==> src/rtl/frame_crc_guard_pkg.sv <==
package frame_crc_guard_pkg;
  typedef struct packed {
    logic shiftEn;
    logic frameEnd;
  } guardStrobes_t;
endpackage

==> src/rtl/frame_crc_guard_ctrl.sv <==
module frame_crc_guard_ctrl
  import frame_crc_guard_pkg::*;
(
  input  logic          clk,
  input  logic          rstN,
  input  logic          syncIn,
  input  logic          bitValid,
  output guardStrobes_t strobes
);
  logic syncQ;

  always_ff @(posedge clk) begin
    if (!rstN) syncQ <= 1'b1;
    else       syncQ <= syncIn;
  end

  always_comb begin
    strobes.shiftEn  = bitValid && !syncIn;
    strobes.frameEnd = syncIn && !syncQ;
  end
endmodule

==> src/rtl/frame_crc_guard_dp.sv <==
module frame_crc_guard_dp
  import frame_crc_guard_pkg::*;
#(
  parameter int DATA_W = 16,
  parameter int CRC_W  = 8,
  parameter logic [CRC_W-1:0] POLY = 8'h07
) (
  input  logic              clk,
  input  logic              rstN,
  input  logic              bitIn,
  input  logic              statusRead,
  input  guardStrobes_t     strobes,
  output logic              writePermit,
  output logic [DATA_W-1:0] dataWord,
  output logic              pecError
);
  localparam int FRAME_W = DATA_W + CRC_W;
  localparam int CNT_W   = $clog2(FRAME_W + 2);
  localparam logic [CNT_W-1:0] CNT_SHORT = CNT_W'(DATA_W);
  localparam logic [CNT_W-1:0] CNT_PROT  = CNT_W'(FRAME_W);
  localparam logic [CNT_W-1:0] CNT_SAT   = CNT_W'(FRAME_W + 1);

  logic [CNT_W-1:0]   bitCnt;
  logic [FRAME_W-1:0] shiftReg;
  logic [CRC_W-1:0]   crcReg, crcNext;
  logic               lenShort, lenProt, crcOk, framePass;

  always_comb begin
    crcNext = {crcReg[CRC_W-2:0], 1'b0} ^ ((crcReg[CRC_W-1] ^ bitIn) ? POLY : '0);
    lenShort  = (bitCnt == CNT_SHORT);
    lenProt   = (bitCnt == CNT_PROT);
    crcOk     = (crcReg == shiftReg[CRC_W-1:0]);
    framePass = lenShort || (lenProt && crcOk);
  end

  always_ff @(posedge clk) begin
    if (!rstN) begin
      bitCnt      <= '0;
      shiftReg    <= '0;
      crcReg      <= '0;
      writePermit <= 1'b0;
      dataWord    <= '0;
      pecError    <= 1'b0;
    end else if (strobes.frameEnd) begin
      bitCnt      <= '0;
      crcReg      <= '0;
      writePermit <= framePass;
      if (framePass)
        dataWord <= lenShort ? shiftReg[DATA_W-1:0] : shiftReg[FRAME_W-1:CRC_W];
      if (!framePass)      pecError <= 1'b1;
      else if (statusRead) pecError <= 1'b0;
    end else begin
      writePermit <= 1'b0;
      if (statusRead) pecError <= 1'b0;
      if (strobes.shiftEn) begin
        shiftReg <= {shiftReg[FRAME_W-2:0], bitIn};
        if (bitCnt != CNT_SAT)  bitCnt <= bitCnt + 1'b1;
        if (bitCnt < CNT_SHORT) crcReg <= crcNext;
      end
    end
  end
endmodule

==> src/rtl/frame_crc_guard.sv <==
module frame_crc_guard
  import frame_crc_guard_pkg::*;
#(
  parameter int DATA_W = 16,
  parameter int CRC_W  = 8
) (
  input  logic              clk,
  input  logic              rstN,
  input  logic              syncIn,
  input  logic              bitValid,
  input  logic              bitIn,
  input  logic              statusRead,
  output logic              writePermit,
  output logic [DATA_W-1:0] dataWord,
  output logic              pecError
);
  guardStrobes_t strobes;

  frame_crc_guard_ctrl u_ctrl (
    .clk(clk), .rstN(rstN), .syncIn(syncIn), .bitValid(bitValid), .strobes(strobes)
  );

  frame_crc_guard_dp #(.DATA_W(DATA_W), .CRC_W(CRC_W)) u_dp (
    .clk(clk), .rstN(rstN), .bitIn(bitIn), .statusRead(statusRead), .strobes(strobes),
    .writePermit(writePermit), .dataWord(dataWord), .pecError(pecError)
  );
endmodule

==> config.mk <==
export PLATFORM = sky130hd
export DESIGN_NAME = frame_crc_guard
export DESIGN_NICKNAME = d
export VERILOG_FILES = /design/src/rtl/frame_crc_guard_pkg.sv /design/src/rtl/frame_crc_guard_ctrl.sv /design/src/rtl/frame_crc_guard_dp.sv /design/src/rtl/frame_crc_guard.sv
export SDC_FILE = /design/constraint.sdc
export NUM_CORES = 1
export LEC_CHECK = 0
export BUFFER_PORTS_ARGS = -buffer_cell sky130_fd_sc_hd__buf_2
export CAP_MARGIN = 10
export CORE_ASPECT_RATIO = 1.1
export CORE_MARGIN = 1
export CORE_UTILIZATION = 58
export CTS_CLUSTER_SIZE = 24
export DETAILED_ROUTE_END_ITERATION = 10
export GPL_ROUTABILITY_DRIVEN = 0
export PLACE_DENSITY = 0.81
export SETUP_SLACK_MARGIN = 0.1
export SLEW_MARGIN = 20
export SYNTH_ARGS = -nofsm -noshare
export SYNTH_HDL_FRONTEND = slang
export SYNTH_SLANG_ARGS = --single-unit
export TNS_END_PERCENT = 50
==> constraint.sdc <==
create_clock -name clk -period 2.05 [get_ports clk]
set_clock_uncertainty 0.05 [all_clocks]
set_input_delay 0.1025 -clock clk [delete_from_list [all_inputs] [get_ports clk]]
set_output_delay 0.1025 -clock clk [all_outputs]
set_load 0.01 [all_outputs]
=== Yosys cells after proc, flatten, opt, wreduce, memory -nomap -nowiden ===
Index checks and enable logic that the tools add are counted.

* Add/subtract/negate cells: 1
* $lt $le $gt $ge: 1
* Equal/unequal tests: 4
* Multiplexer cells: 5
* Bitwise operators: 4
* Reductions and logical operators: 12

{| class="wikitable"
|+ Operators with widths
! cell !! number
|-
| $mux W16 || 1
|-
| $eq A5 B5 Y1 const B || 2
|-
| $reduce_and A2 Y1 || 5
|-
| $eq A8 B8 Y1 || 1
|-
| $xor A8 B8 Y8 || 1
|-
| $add A5 B1 Y5 const B || 1
|-
| $lt A5 B5 Y1 const B || 1
|-
| $ne A5 B5 Y1 const B || 1
|-
| $logic_and A1 B1 Y1 || 3
|-
| $mux W1 || 3
|-
| $mux W3 || 1
|-
| $logic_not A1 Y1 || 2
|-
| $not A1 Y1 || 2
|-
| $reduce_or A2 Y1 || 1
|-
| $logic_or A1 B1 Y1 || 1
|-
| $xor A1 B1 Y1 || 1
|}

* Flip-flop bits (word level): 56
* Input bits: 6
* Output and inout bits: 18

=== Longest topological paths before layout ===
Gate-level depths: netlist of the first run.

* Word-level depth: 5
* Gate-level depth with buffers: 8

=== Cells and area by module ===
Synthesis of the first run repeated with hierarchy kept, for this count alone.

* Cells, all modules: 277
* Area total of the unflattened synthesis: 2,462.4 sq um

{| class="wikitable"
|+ Modules (own cells, without submodules)
! module !! times used !! cells an instance !! area an instance (sq um) !! seq. area each (sq um)
|-
| frame_crc_guard_dp || 1 || 273 || 2,416.1 || 1,101.1
|-
| frame_crc_guard_ctrl || 1 || 4 || 46.3 || 20.0
|}

=== Least setup slack after synthesis of the first run ===
OpenSTA, ideal clock, no wires.

* Kind: register to register
* Start point: reg u_dp.bitCnt[0]
* End point: reg u_dp.dataWord[0]
* Library setup time: 124 ps
* Data arrival time: 1,622 ps
* Setup slack: 254 ps
* Cell stages (with the launch flop): 9
* Buffers on the path: 2
* Clock period less this slack: 1,796 ps
* Cell sequence: dfxtp_1 > inv_1 > ha_1 > nand3b_1 > nor4_4 > or2_1 > buf_4 > buf_6 > a21oi_1

* Longest elaborated chain between the ends: 4
* Elaborated cells on any way between the ends: 6
* Classes of those cells: 2 x eq/ne; 1 x mux; 3 x reduce/logical

{| class="wikitable"
|+ Ends and longest elaborated chain
! what !! line !! text
|-
| start: declaration || frame_crc_guard_dp.sv:23 || <nowiki>logic [CNT_W-1:0] bitCnt;</nowiki>
|-
| start signal: assignment || frame_crc_guard_dp.sv:57 || <nowiki>if (bitCnt != CNT_SAT) bitCnt <= bitCnt + 1'b1;</nowiki>
|-
| $eq A5 B5 Y1 || frame_crc_guard_dp.sv:31 || <nowiki>lenProt = (bitCnt == CNT_PROT);</nowiki>
|-
| $logic_and A1 B1 Y1 || frame_crc_guard_dp.sv:33 || <nowiki>framePass = lenShort || (lenProt && crcOk);</nowiki>
|-
| $logic_or A1 B1 Y1 || frame_crc_guard_dp.sv:33 ||
|-
| $reduce_and A2 Y1 (no line) || - ||
|-
| end signal: assignment || frame_crc_guard_dp.sv:49 || <nowiki>dataWord <= lenShort ? shiftReg[DATA_W-1:0] : shiftReg[FRAME_W-1:CRC_W];</nowiki>
|-
| end: declaration || frame_crc_guard_dp.sv:14 || <nowiki>output logic [DATA_W-1:0] dataWord,</nowiki>
|}

Parallel ways exist; a longest one is shown, timed or not.
A chain may end at the register's enable or synchronous reset.

=== Worst setup path after layout of the first run ===
* Start point: reg u_dp.bitCnt[0]
* End point: reg u_dp.dataWord[1]

Same word-level chain as after synthesis.

==> results.yml, run 1 <==
logic_synthesis:
  synthTopCellsByCount: "nand2_1, dfxtp_1, a21boi_0, a21oi_1, mux2i_1"
  synth_area_um2: 2420
  synth_top_area_frac: 0.463
  synth_ff_type: "dfxtp_1"
  synth_sequential_area_ratio: 0.463
  yosys_warnings: 0
  ys_ff_latch: 56
  synth_largest_area_cell: "dfxtp_1"
  synth_edf_count: 0
  synth_top_cells_by_area: "dfxtp_1, nand2_1, a21boi_0"
  syn_nets: 279
  syn_area_per_cell_um2: 8.98
  synthCells: 270
  synthDistinctLibCells: 30
  synth_most_common_cell: "nand2_1"
  ys_async_sr_fraction: 0
setup_path:
  worstPathArrival_ns: 1.98
  cp-startpoint: "u_dp.bitCnt[0]"
  crit_required_ns: 2.25
  slowest_delay_ns: 0.35
  rr_startpoint: "u_dp.bitCnt[0]"
  slowest_stage: "dfxtp_1"
  crit_chain: "inv_1 > ha_1 > nand3b_1 > nor4_4 > buf_4 > o31ai_1 > a21oi_1"
  path_buf_inv: 2
  crit_family: "simple AND/OR/NAND/NOR gates"
  worst_setup_path_end_kind: "flip-flop"
  critPathKind: "flip-flop to flip-flop"
  worstSetupStartpointType: "flip-flop"
  critPathMaxFanout: 16
timing:
  post-route-period-util: 0.871
  fin_setup_tns_ns: 0
  max_slew_margin: 0.649
  setup_viol: 0
  report.final.hold_viol_count: 0
  fmax_mhz: 560
  slew_viol_final: 0
  rsz0062_at_grt: "no"
  period_minus_slack_ns: 1.79
  worst_pin_slew_ns: 0.525
drt:
  wl_per_cell_um: 14.9
  wl_um: 5120
  post-route-drc-count: 0
  ant_nets: 0
  initialDrtViolationCount: 160
  via_count: 1911
  routed_via_density: 5.56
  drtPass1Iterations: 4
cts:
  cts.clk_slew.worst_paths_ns: 0.10
  cts_max_level: 2
  cts_resized: 0
  cts_root_buffer: "clkbuf_8"
  clock_path_buffers: 2
  clock_latency_ns: 0.31
  cts_num_sinks: 56
  cts_tree: "done"
  cts_inserted_buffers: 5
floorplanning:
  num_io_pins: 24
  initial_core_util: 0.607
  core_area_um2: 3990
  std_cell_rows: 24
  fp.dieW_um: 63.6
  die_h_um: 69.8
  die_area_um2: 4440
cells_and_area:
  syn2layout_area_growth_pct: 12.4
  fin_nets: 300
  post_route_cells_drive_above_1_share: 0.147
  fin_cells: 344
  multiInputGateArea_um2: 1190
  seq_area_um2: 1120
  fillers: 318
  antenna_cells: 0
grt:
  first_global_vias: 1788
  grt_usage: 0.251
  antenna_found_initial: 0
  grt_max_degree: 43
  grt.overflow.total: 0
  grt_first_pass_wirelength_um: 8630
placed_design:
  dp_hpwl_um: 3380
  dp_cells: 333
  port_buffers: 23
power_and_ir_drop:
  leakage_nw: 1.01
  peakVddDrop_v: 0.000327
  power_density_nw_per_um2: 709
status:
  status: "finished clean"
hold_path:
  worstHoldStart: "statusRead"
  hold_class: "input port to flip-flop"
run:
  max_cap_violations: 0
-- state kept, by name, indices dropped and copies added (netlist names) --
register          cells
u_dp.shiftReg        24
u_dp.dataWord        16
u_dp.crcReg           8
u_dp.bitCnt           5
u_ctrl.syncQ          1
u_dp.pecError         1
u_dp.writePermit      1
-- power by group --
group / leakage, nW / internal [mW] / switching (mW) / total, mW
Combinational: 0.501 / 0.0361 / 0.0572 / 0.0933
Sequential: 0.452 / 1.10 / 0.00920 / 1.11
Clock: 0.0548 / 0.368 / 0.363 / 0.732
-- repair_timing --
item	4_1_cts	5_1_grt
setup endpoints to repair	0	0
hold buffers	3	0
hold endpoints to repair	2	0
setup buffers	0	0
-- per-layer routing --
| metal | GRT usage | vias to the layer above | share of wire |
|---|---|---|---|
| met5 | 0 | - | 0 |
| met4 | 0.0732 | 0 | 0.013 |
| met3 | 0.0576 | 9 | 0.035 |
| met2 | 0.383 | 35 | 0.46 |
| met1 | 0.350 | 901 | 0.49 |
| li1 | - | 966 | - |
-- metrics by stage --
stage / power (mW) / instance area, µm² / hold slack, ns / util / worst slack, ns
global route: 1.99 / 2720 / 0.0915 / 0.682 / 0.106
CTS: 1.94 / 2720 / 0.0672 / 0.682 / 0.266
detailed placement: 1.22 / 2580 / 0.270 / 0.646 / 0.336
floorplan: 1.19 / 2420 / 0.154 / - / 0.254
global placement: 1.22 / 2580 / 0.255 / 0.646 / 0.374
finish: 1.93 / 2720 / 0.0778 / 0.682 / 0.265
-- cell families after synthesis --
| kind of cell | after synthesis | synth area share |
|---|---|---|
| AO/OA/AOI/OAI | 71 | 0.189 |
| adder cells (fa/ha/maj) | 3 | 0.0155 |
| buffers and inverters | 23 | 0.0459 |
| multiplexers | 17 | 0.0702 |
| XOR/XNOR | 15 | 0.0542 |
| AND/OR/NAND/NOR | 85 | 0.162 |
| flip-flops | 56 | 0.463 |
-- worst reg2reg max path, stage by stage, from the launching register on --
cell,delay (ns)
dfxtp_1,0.35
inv_1,0.11
ha_1,0.16
nand3b_1,0.20
nor4_4,0.34
buf_4,0.26
o31ai_1,0.11
a21oi_1,0.14
-- worst paths after layout --
check | depth (start not counted) | slack [ns] | end
max | 7 | 0.26 | u_dp.dataWord[1]
min | 3 | 0.08 | u_dp.pecError
max reg2reg | 7 | 0.26 | u_dp.dataWord[1]
min reg2reg | 2 | 0.42 | u_dp.shiftReg[23]
-- cell type report --
class	instances	share of cell area
Clock buffer	5	0.0253
Clock inverter	3	0.0170
Inverter	3	0.00413
Multi-Input combinational cell	191	0.438
Sequential cell	56	0.412
Tap cell	52	0.0239
Timing Repair Buffer	34	0.0799
-- placed cells by master (no fill, tap or decap), types with 9 or more instances in the layout --
master / synthesis / layout
dfxtp_1: 56 / 56
o31ai_1: 16 / 16
nand2_1: 57 / 57
xnor2_1: 9 / 9
a21boi_0: 24 / 24
mux2i_1: 17 / 17
buf_2: 2 / 23
a21oi_1: 23 / 23
No activity file was read; power rests on OpenSTA's default activity.
==> inputs of run 2 (changes only) <==
--- a/config.mk
+++ b/config.mk
@@ -9,12 +9,13 @@
 export CAP_MARGIN = 10
 export CORE_ASPECT_RATIO = 1.1
 export CORE_MARGIN = 1
-export CORE_UTILIZATION = 58
+export CORE_UTILIZATION = 60
+export CTS_BUF_LIST = sky130_fd_sc_hd__clkbuf_8
 export CTS_CLUSTER_SIZE = 24
 export DETAILED_ROUTE_END_ITERATION = 10
 export GPL_ROUTABILITY_DRIVEN = 0
-export PLACE_DENSITY = 0.81
-export SETUP_SLACK_MARGIN = 0.1
+export PLACE_DENSITY = 0.84
+export SETUP_SLACK_MARGIN = 0.3
 export SLEW_MARGIN = 20
 export SYNTH_ARGS = -nofsm -noshare
 export SYNTH_HDL_FRONTEND = slang
==> run 2 against run 1 <==
  * Largest cell class unchanged
  * Critical path type unchanged
  * Non-clock buffer count up 1
  * Critical path depth is 1 higher
  * Critical endpoint is now u_dp.dataWord[5]
  * First-iteration DRC count up 31%
  * Hold slack worse by 0.0018 ns
==> results.yml, run 2 (same netlist as run 1, synthesis figures left out) <==
cells_and_area:
  reg_top3: "u_dp.shiftReg: 24 flops, u_dp.dataWord: 16 flops, u_dp.crcReg: 8 flops"
  largest-register: "u_dp.shiftReg"
  largest_register_ffs: 24
  fin_cells: 343
  layout_commonest_cell: "nand2_1"
  post_route_cells_drive_above_1_share: 0.177
  syn2layout_area_growth_pct: 15.1
  final_cell_mix: "nand2_1, dfxtp_1, a21boi_0, a21oi_1, buf_2"
  fin_nets: 301
  antenna_cells: 0
  fillers: 243
placed_design:
  dp_cells: 331
  port_buffers: 23
  dp_hpwl_um: 3470
setup_path:
  crit_required_ns: 2.19
  worstSetupStartpointType: "flip-flop"
  worst_setup_path_end_kind: "flip-flop"
  critPathMaxFanout: 16
  worstPathArrival_ns: 1.87
  critPathKind: "flip-flop to flip-flop"
drt:
  drtPass1Iterations: 4
  routed_via_density: 5.75
  ant_nets: 0
  wl_um: 5480
  post-route-drc-count: 0
  wl_per_cell_um: 16.0
  via_count: 1973
  initialDrtViolationCount: 210
floorplanning:
  num_io_pins: 24
  std_cell_rows: 23
  core_area_um2: 3740
  initial_core_util: 0.648
  fp.dieW_um: 62.6
  die_h_um: 68.7
  die_area_um2: 4300
hold_path:
  hold_class: "input port to flip-flop"
run:
  max_cap_violations: 0
grt:
  grt_usage: 0.267
  grt_max_degree: 33
  grt_first_pass_wirelength_um: 8730
  gr-usage-met1: 0.360
  grt.overflow.total: 0
  use_met2: 0.416
  first_global_vias: 1762
  antenna_found_initial: 0
  busiest_layer: "met2"
  use_met3: 0.0543
timing:
  post-route-period-util: 0.842
  fin_setup_tns_ns: 0
  worst_pin_slew_ns: 0.513
  max_slew_margin: 0.657
  slew_viol_final: 0
  setup_viol: 0
  fmax_mhz: 580
  period_minus_slack_ns: 1.73
  report.final.hold_viol_count: 0
  rsz0062_at_grt: "yes"
cts:
  cts_tree: "done"
  cts_max_level: 2
  clock_path_buffers: 2
  cts_root_buffer: "clkbuf_8"
  cts.clk_slew.worst_paths_ns: 0.10
  cts_inserted_buffers: 5
  cts_num_sinks: 56
  clock_latency_ns: 0.31
power_and_ir_drop:
  p_clk_frac: 0.394
  swShare: 0.211
  p_switching_mw: 0.417
  cell_internal_pwr_mw: 1.56
  leakage_nw: 1.03
  seqPwrFrac: 0.558
  power_density_nw_per_um2: 710
  peakVddDrop_v: 0.000500
  combPwrFrac: 0.048
status:
  status: "finished clean"
[run 2: final cells by class]
class	count	area (µm²)	area share
Tap cell	50	62.6	0.0224
Timing Repair Buffer	35	248	0.0888
Multi-Input combinational cell	191	1220	0.436
Inverter	3	11.3	0.00404
Clock inverter	1	30.0	0.0108
Sequential cell	56	1130	0.404
Clock buffer	7	96.3	0.0345
[run 2: power groups by stage]
stage                     Combinational [mW]  Sequential [mW]  Clock [mW]
final                                 0.0943             1.10       0.781
after global routing                   0.102             1.11       0.837
after CTS                             0.0930             1.10       0.781
after detailed placement              0.0878             1.13           0
after global placement                0.0863             1.13           0
after floorplan                       0.0665             1.13           0
[run 2: metrics by stage]
stage / utilization / hold slack (ns) / area (µm²) / power [mW] / setup WS [ns]
floorplan: - / 0.154 / 2420 / 1.19 / 0.321
global placement: 0.689 / 0.288 / 2580 / 1.22 / 0.397
detailed placement: 0.689 / 0.303 / 2580 / 1.22 / 0.357
CTS: 0.728 / 0.0766 / 2720 / 1.98 / 0.323
global route: 0.746 / 0.0907 / 2790 / 2.05 / 0.231
finish: 0.746 / 0.0760 / 2790 / 1.98 / 0.324
[run 2: worst paths after layout]
check                                    start                to  slack (ns)  cells after the start
worst max-delay path            u_dp.bitCnt[0]  u_dp.dataWord[5]        0.32                      8
worst min-delay path                statusRead     u_dp.pecError        0.08                      3
worst max register to register  u_dp.bitCnt[0]  u_dp.dataWord[5]        0.32                      8
worst min register to register  u_dp.crcReg[4]    u_dp.crcReg[5]        0.44                      2
[run 2: worst max-delay path, stage by stage, from the launching register on]
cell	delay, ns
dfxtp_1	0.40
inv_1	0.09
ha_1	0.20
nand3b_1	0.09
buf_4	0.16
nor3_2	0.05
buf_4	0.20
o31ai_1	0.29
a21oi_1	0.08
[run 2: repair_timing]
item / CTS / global route
gates resized for setup: 0 / 11
setup buffers: 0 / 1
hold endpoints to repair: 2 / 0
endpoints found under the setup margin: 0 / 18
hold buffers: 2 / 0
[run 2: per-layer routing]
| layer | wire [µm] | share of wire |
|---|---|---|
| met1 | 2540 | 0.46 |
| met2 | 2520 | 0.46 |
| met5 | 0 | 0 |
| met4 | 106 | 0.019 |
| met3 | 311 | 0.057 |
